[config.mk]
export PLATFORM = sky130hd
export DESIGN_NAME = cpurst_seq
export DESIGN_NICKNAME = d
export VERILOG_FILES = /design/src/rtl/cpurst_pkg.sv /design/src/rtl/cpurst_sync.sv /design/src/rtl/cpurst_timer.sv /design/src/rtl/cpurst_strap.sv /design/src/rtl/cpurst_seq.sv
export SDC_FILE = /design/constraint.sdc
export NUM_CORES = 1
export LEC_CHECK = 0
export CAP_MARGIN = 20
export CORE_MARGIN = 1.5
export CORE_UTILIZATION = 34
export DETAILED_ROUTE_END_ITERATION = 7
export PLACE_DENSITY = 0.62
export SYNTH_ARGS = -nofsm -noshare
export SYNTH_HDL_FRONTEND = slang
export SYNTH_SLANG_ARGS = --single-unit
[constraint.sdc]
create_clock -name clk -period 2.4 [get_ports clk]
set_clock_uncertainty 0.05 [all_clocks]
set_input_delay 0.48 -clock clk [delete_from_list [all_inputs] [get_ports clk]]
set_output_delay 0.48 -clock clk [all_outputs]
set_load 0.01 [all_outputs]
[src/rtl/cpurst_pkg.sv]
`timescale 1ns/1ps
package cpurst_pkg;

   // Encoding: bit 1 set means the processor reset is released.
   typedef enum logic [1:0] {
      SEQ_RST     = 2'b00,
      SEQ_STRETCH = 2'b01,
      SEQ_HOLD    = 2'b10,
      SEQ_RUN     = 2'b11
   } seq_state_t;

   function automatic int unsigned us_to_cycles(input int unsigned hz, input int unsigned us);
      return (hz / 1_000_000) * us;
   endfunction

   function automatic int unsigned max_u(input int unsigned a, input int unsigned b);
      return (a > b) ? a : b;
   endfunction

endpackage

[src/rtl/cpurst_sync.sv]
`timescale 1ns/1ps
// Reset release synchroniser: asynchronous assertion, synchronous release.
module cpurst_sync #(
   parameter int unsigned STAGES = 2
) (
   input  logic clk,
   input  logic arst_n,
   output logic rel_o
);

   if (STAGES < 2) begin : g_bad_stages
      $error("cpurst_sync: STAGES must be at least 2");
   end

   logic [STAGES-1:0] chain_q;

   always_ff @(posedge clk or negedge arst_n) begin
      if (!arst_n) begin
         chain_q <= '0;
      end else begin
         chain_q <= {chain_q[STAGES-2:0], 1'b1};
      end
   end

   assign rel_o = chain_q[STAGES-1];

endmodule

[src/rtl/cpurst_timer.sv]
`timescale 1ns/1ps
// Shared interval counter: cleared on request, saturates at the limit.
module cpurst_timer #(
   parameter int unsigned W = 8
) (
   input  logic         clk,
   input  logic         rst_n,
   input  logic         clr,
   input  logic [W-1:0] limit,
   output logic         done
);

   logic [W-1:0] cnt_q;

   always_ff @(posedge clk or negedge rst_n) begin
      if (!rst_n) begin
         cnt_q <= '0;
      end else if (clr) begin
         cnt_q <= '0;
      end else if (cnt_q != limit) begin
         cnt_q <= cnt_q + 1'b1;
      end
   end

   assign done = (cnt_q == limit);

endmodule

[src/rtl/cpurst_strap.sv]
`timescale 1ns/1ps
// Strap line output stage: forced low during reset and hold, hint afterwards.
module cpurst_strap (
   input  logic force_low,
   input  logic run,
   input  logic early_ind,
   output logic strap_o,
   output logic strap_oe
);

   assign strap_o  = 1'b0;
   assign strap_oe = force_low | (run & early_ind);

endmodule

[src/rtl/cpurst_seq.sv]
`timescale 1ns/1ps
module cpurst_seq
   import cpurst_pkg::*;
#(
   parameter int unsigned CLK_HZ      = 100_000_000,
   parameter int unsigned STRETCH_US  = 1000,
   parameter int unsigned HOLD_CYC    = 4,
   parameter int unsigned SYNC_STAGES = 2
) (
   input  logic clk,
   input  logic sys_rst_n,
   input  logic early_ind,
   output logic cpu_rst_n,
   output logic strap_o,
   output logic strap_oe
);

   localparam int unsigned STRETCH_CYC = us_to_cycles(CLK_HZ, STRETCH_US);
   localparam int unsigned CNT_MAX     = max_u(STRETCH_CYC, HOLD_CYC);
   localparam int unsigned CNT_W       = $clog2(CNT_MAX + 1);
   localparam logic [CNT_W-1:0] LIM_STRETCH = CNT_W'(STRETCH_CYC - 1);
   localparam logic [CNT_W-1:0] LIM_HOLD    = CNT_W'(HOLD_CYC - 1);

   if (CLK_HZ < 1_000_000) begin : g_bad_clk
      $error("cpurst_seq: CLK_HZ must be at least 1 MHz");
   end
   if (STRETCH_CYC < 4) begin : g_bad_stretch
      $error("cpurst_seq: stretch must cover at least 4 clocks of strap setup");
   end
   if ((HOLD_CYC < 2) || (HOLD_CYC > 20)) begin : g_bad_hold
      $error("cpurst_seq: HOLD_CYC must lie within 2 to 20");
   end

   logic       rel_sync;
   logic       tmr_clr;
   logic       tmr_done;
   logic [CNT_W-1:0] tmr_lim;
   seq_state_t state_q, state_nxt;

   cpurst_sync #(.STAGES(SYNC_STAGES)) u_sync (
      .clk    (clk),
      .arst_n (sys_rst_n),
      .rel_o  (rel_sync)
   );

   always_comb begin
      state_nxt = state_q;
      unique case (state_q)
         SEQ_RST:     if (rel_sync) state_nxt = SEQ_STRETCH;
         SEQ_STRETCH: if (tmr_done) state_nxt = SEQ_HOLD;
         SEQ_HOLD:    if (tmr_done) state_nxt = SEQ_RUN;
         SEQ_RUN:     state_nxt = SEQ_RUN;
         default:     state_nxt = SEQ_RST;
      endcase
   end

   always_ff @(posedge clk or negedge sys_rst_n) begin
      if (!sys_rst_n) begin
         state_q <= SEQ_RST;
      end else begin
         state_q <= state_nxt;
      end
   end

   assign tmr_clr = (state_q == SEQ_RST) || (state_nxt != state_q);
   assign tmr_lim = (state_q == SEQ_HOLD) ? LIM_HOLD : LIM_STRETCH;

   cpurst_timer #(.W(CNT_W)) u_timer (
      .clk   (clk),
      .rst_n (sys_rst_n),
      .clr   (tmr_clr),
      .limit (tmr_lim),
      .done  (tmr_done)
   );

   assign cpu_rst_n = state_q[1];

   cpurst_strap u_strap (
      .force_low (state_q != SEQ_RUN),
      .run       (state_q == SEQ_RUN),
      .early_ind (early_ind),
      .strap_o   (strap_o),
      .strap_oe  (strap_oe)
   );

endmodule

* After elaboration in Yosys (flattened, before gate mapping)
Index checks and enable logic that the tools add are counted.
** Storage, ports and cells
- Bits of input ports :: 3
- Bits in registers :: 21
** Operators by class
- Equal/unequal tests :: 7
- Reduce and logical (&&, ||, !) cells :: 3
- Mux-type cells :: 7
- $add $sub $neg :: 1
- Bitwise logic cells :: 2
** Operators by type and width (number)
- 2-to-1 mux 17 bit :: 3
- adder 17 x 1 -> 17 bit, second input constant :: 1
- == test 17 bit :: 1
- != test 17 bit :: 1
- case mux 2 bit (4 select lines) :: 1
- 2-to-1 mux 2 bit :: 3
- == test 2 bit, second input constant :: 2
- == test 2 x 1 -> 1 bit, second input constant :: 1
- logical NOT 2 bit :: 1
- != test 2 bit :: 1
- != test 2 bit, second input constant :: 1
- nonzero test 2 bit :: 1
- bitwise AND 1 bit :: 1
- logical OR 1 bit :: 1
- OR 1 bit :: 1

* Longest topological paths before layout
- Depth in word-level cells :: 8
- Gate-level depth with buffers :: 7
- Gate-level depth less buffers :: 5

* Hierarchy
From an unflattened synthesis, not the netlist that was laid out.
** Second synthesis, totals
- Cell total of the unflattened synthesis :: 142
- Area, all modules :: 1402.6 um^2
** Modules (own cells, without submodules)
- cpurst_timer :: area an instance 1216.2 um^2, cells each 122, seq. area each 425.4 um^2, times used 1
- cpurst_seq :: area an instance 113.9 um^2, cells each 14, seq. area each 50.0 um^2, times used 1
- cpurst_sync :: area an instance 53.8 um^2, cells each 3, seq. area each 50.0 um^2, times used 1
- cpurst_strap :: area an instance 18.8 um^2, cells each 3, seq. area each 0.0 um^2, times used 1

* Least setup slack after synthesis
Ideal clock, no wire load.
- Path kind :: register -> register
- Start :: reg u_timer.cnt_q[0]
- End :: reg u_timer.cnt_q[0]
- Arrival time :: 1.646 ns
- Data required time :: 2.222 ns
- Period minus slack after synthesis :: 1.823 ns
- Slack :: 0.577 ns
- Stages on the path, launching flop included :: 7
- Cells stage by stage :: dfrtp_1 ha_1 buf_6 nor4b_2 nand2_2 nor3_4 mux2_1
** Between the ends
- Longest elaborated chain between the ends :: 6
** RTL lines
- start: declaration :: RTL line cpurst_timer.sv:13 : logic [W-1:0] cnt_q;
- start signal: assignment :: RTL line cpurst_timer.sv:21 : cnt_q <= cnt_q + 1'b1;
- == test 17 bit :: RTL line cpurst_timer.sv:25 : assign done = (cnt_q == limit);
- 2-to-1 mux 2 bit, on equally long branches :: RTL line cpurst_seq.sv:51, cpurst_seq.sv:50
- case mux 2 bit (4 select lines) :: RTL line cpurst_seq.sv:48 : unique case (state_q)
- != test 2 bit :: RTL line cpurst_seq.sv:65 : assign tmr_clr = (state_q == SEQ_RST) || (state_nxt != state_q);
- logical OR 1 bit :: RTL line cpurst_seq.sv:65
- 2-to-1 mux 17 bit / nonzero test 2 bit (equally long branches)
Parallel ways exist; a longest one is shown, timed or not. The select of a mux whose other input is x is not followed.
A chain may end at the register's enable or synchronous reset.

* Final worst setup path
- Start :: in early_ind
- End :: out strap_oe
** Between the ends
- Longest elaborated chain between the ends :: 2
** RTL lines
- start: declaration :: RTL line cpurst_seq.sv:12 : input logic early_ind,
- bitwise AND 1 bit :: RTL line cpurst_strap.sv:12 : assign strap_oe = force_low | (run & early_ind);
- OR 1 bit :: RTL line cpurst_strap.sv:12
- end: declaration :: RTL line cpurst_seq.sv:15 : output logic strap_oe
Every way passes these cells.

==> impl_metrics.ini <==
[hold_path]
hp-start = u_sync.chain_q[0]
hold_depth = 0
worst_hold_path_type = reg -> reg
hold_end = u_sync.chain_q[1]

[clocking]
cts_resized = 0
cts_setup_buffers = 0
cts_buffers = 3
clock_sinks = 21
cts_max_path_buffers = 2
clock-root-buffer = clkbuf_8
cts-hold-fix-buffers = 0
cts_max_level = 1
clkSlewWorstSetupHoldPaths_ns = 0.07
cts_tree = done
worst_skew_pair.late_latency_ns = 0.27

[power_and_ir_drop]
power_leakage_nw = 0.5977
powerDensity_nw_per_um2 = 644.3
ir_drop_mv = 0.1813

[setup_path]
critPathTopFamily = buffers and inverters
critical_path.max_stage_delay_ns = 0.54
rrSetupSlack_ns = 0.55
cp_cell_sequence = clkdlybuf4s50_1, nand3b_1, clkdlybuf4s50_1
crit_path_top_delay_cell = clkdlybuf4s50_1
critPathMaxFanout = 1
critPathLaunchType = input pin
r2r-start = u_timer.cnt_q[0]
worst-path-buf-inv = 2
critPathArrivalTime_ns = 1.55
reg2reg_depth = 5
path_class = in -> out
crit_top_cell = clkdlybuf4s50_1
crit_path_end_kind = output pin
r2r_end = u_timer.cnt_q[8]
required_ns = 1.87

[floorplanning]
die_x_um = 65.66
die_y_um = 65.66
io_pins = 6
die-area_um2 = 4311
coreArea_um2 = 3716
initial_utilization_pct = 35.93
num_rows = 22

[synth]
synth_top_area_share_pct = 39.36
synthCells = 122
avgSynthCellArea_um2 = 10.94
yosys_warnings = 0
ys_top_cells_by_area = dfrtp_1 (39%), xor2_1 (5.9%), nor3_2 (5.2%), a211oi_2 (3.7%), nand4_1 (3.7%)
yosys_register_bits = 21
synth_top_area_cell = dfrtp_1
synth_nets = 126
synth_area_um2 = 1335
yosysUniqueCellTypes = 43
seq_area_frac_synth_pct = 39.36

[global_routing]
grt_util_all_layers_pct = 12.99
grt_overflow_total = 0
grt_max_degree = 22
grt_pass1_vias = 906
grt_first_pass_wirelength_mm = 4.215
antenna_found_initial = 0

[final_layout]
fillerInstances = 372
n_antenna_cell = 0
postLayoutCoreUtil_pct = 38.42
multi_input_area_um2 = 723.2
layout_common_cells = dfrtp_1 (21), xor2_1 (9), nand4_1 (8)
regArea_um2 = 525.5
layout-drive-gt1-share_pct = 26.83
fin_nets = 128
final_common_cell = dfrtp_1
area_growth_pct = 6.935

[route]
drt-wirelength-per-cell_um = 14.53
drt_pre_antenna_iters = 4
first_iter_violations = 35
met3_wirelength_um = 83
top_layer = met4
wl_met2_mm = 1.161
ant_nets = 0
via_per_inst = 5.439
num_vias = 930
wl_mm = 2.485
drc = 0
met1Wirelength_mm = 1.158

[timing]
period_needed_ns = 2.083
hold_viol = 0
finalSetupViolCount = 0
slew_violations = 0
post-route-period-util_pct = 86.79
fmax_mhz = 480.1
grt_setup_unrepaired = false
final.setup.tns_ns = 0

[place]
dpl.hpwl_mm = 1.748
gp_congestion = 0.7899
io_buffers = 4

[run_status]
status = finished clean

[flow_run]
drv_cap = 0
==> worst max path at each step <==
stage	slack (ns)	cells after the start	from	to
2_1_floorplan	0.58	6	u_timer.cnt_q[0]	u_timer.cnt_q[0]
3_3_place_gp	0.31	3	early_ind	strap_oe
3_5_place_dp	0.31	3	early_ind	strap_oe
4_1_cts	0.31	3	early_ind	strap_oe
5_1_grt	0.29	3	early_ind	strap_oe
6_report	0.32	3	early_ind	strap_oe
==> worst reg2reg max path, cell delays in order, from the launching register on <==
cell     delay (ns)
dfrtp_1        0.39
ha_1           0.19
nor4b_2        0.32
and4_4         0.31
o21ba_2        0.37
nor3_2         0.09
==> logic make-up after synthesis <==
logic type,count (synthesis),share of synthesized area [%]
AO/OA/AOI/OAI,18,10.97
XOR/XNOR,11,7.217
adder cells (fa/ha/maj),1,0.9371
buffers and inverters,12,6.466
flip-flops,21,39.36
multiplexers,2,1.593
other,2,0.5625
AND/OR/NAND/NOR,55,32.90
==> cells in the mapped netlist (all sizes together) <==
library cell and number:
and3 2, o21ai 6, inv 1, nand4 8
buf 10, ha 1, nand3b 1, a21oi 1
nand3 7, and2 3, xor2 9, dfrtp 21
and4 6, a211oi 4, nand2b 1, conb 2
o21a 1, clkbuf 1, nor4 4, nor4b 1
o31ai 2, a31o 1, xnor2 2, nand2 6
nor3 9, or3 4, nor2 3, a221o 1
mux2i 1, o22ai 1, o21ba 1, mux2 1
==> area by class of cell <==
class	instances	share of cell area, %
Clock buffer	4	3.155
Multi-Input combinational cell	89	50.66
Sequential cell	21	36.81
Inverter	1	0.2629
Tap cell	48	4.207
Timing Repair Buffer	8	4.908
==> power breakdown <==
group          internal, mW  switching (mW)  total [mW]
combinational        0.0948           0.122       0.216
clock                 0.119           0.121       0.240
sequential            0.396          0.0673       0.464
total                 0.610           0.310       0.920
==> stage by stage <==
step	hold slack (ns)	area [um^2]	worst slack, ns	power, mW	instances
final	0.3011	1428	0.3171	0.9198	171
after global routing	0.3091	1428	0.2942	0.9678	171
after CTS	0.3039	1428	0.3100	0.9263	171
after detailed placement	0.2871	1383	0.3097	0.6888	167
after global placement	0.2842	1383	0.3148	0.6731	167
after floorplan	0.1344	1335	0.5767	0.6462	122
==> routing by layer <==
metal,track usage [%],vias up
li1,-,448
met1,16.42,455
met2,19.82,20
met3,2.740,7
met4,8.594,0
met5,0,-
==> sequential cells by signal, indices dropped and copies added (netlist names) <==
name / cells
u_sync.chain_q: 2
u_timer.cnt_q: 17
state_q: 2
Note: power is estimated with default switching activity, not from simulation.
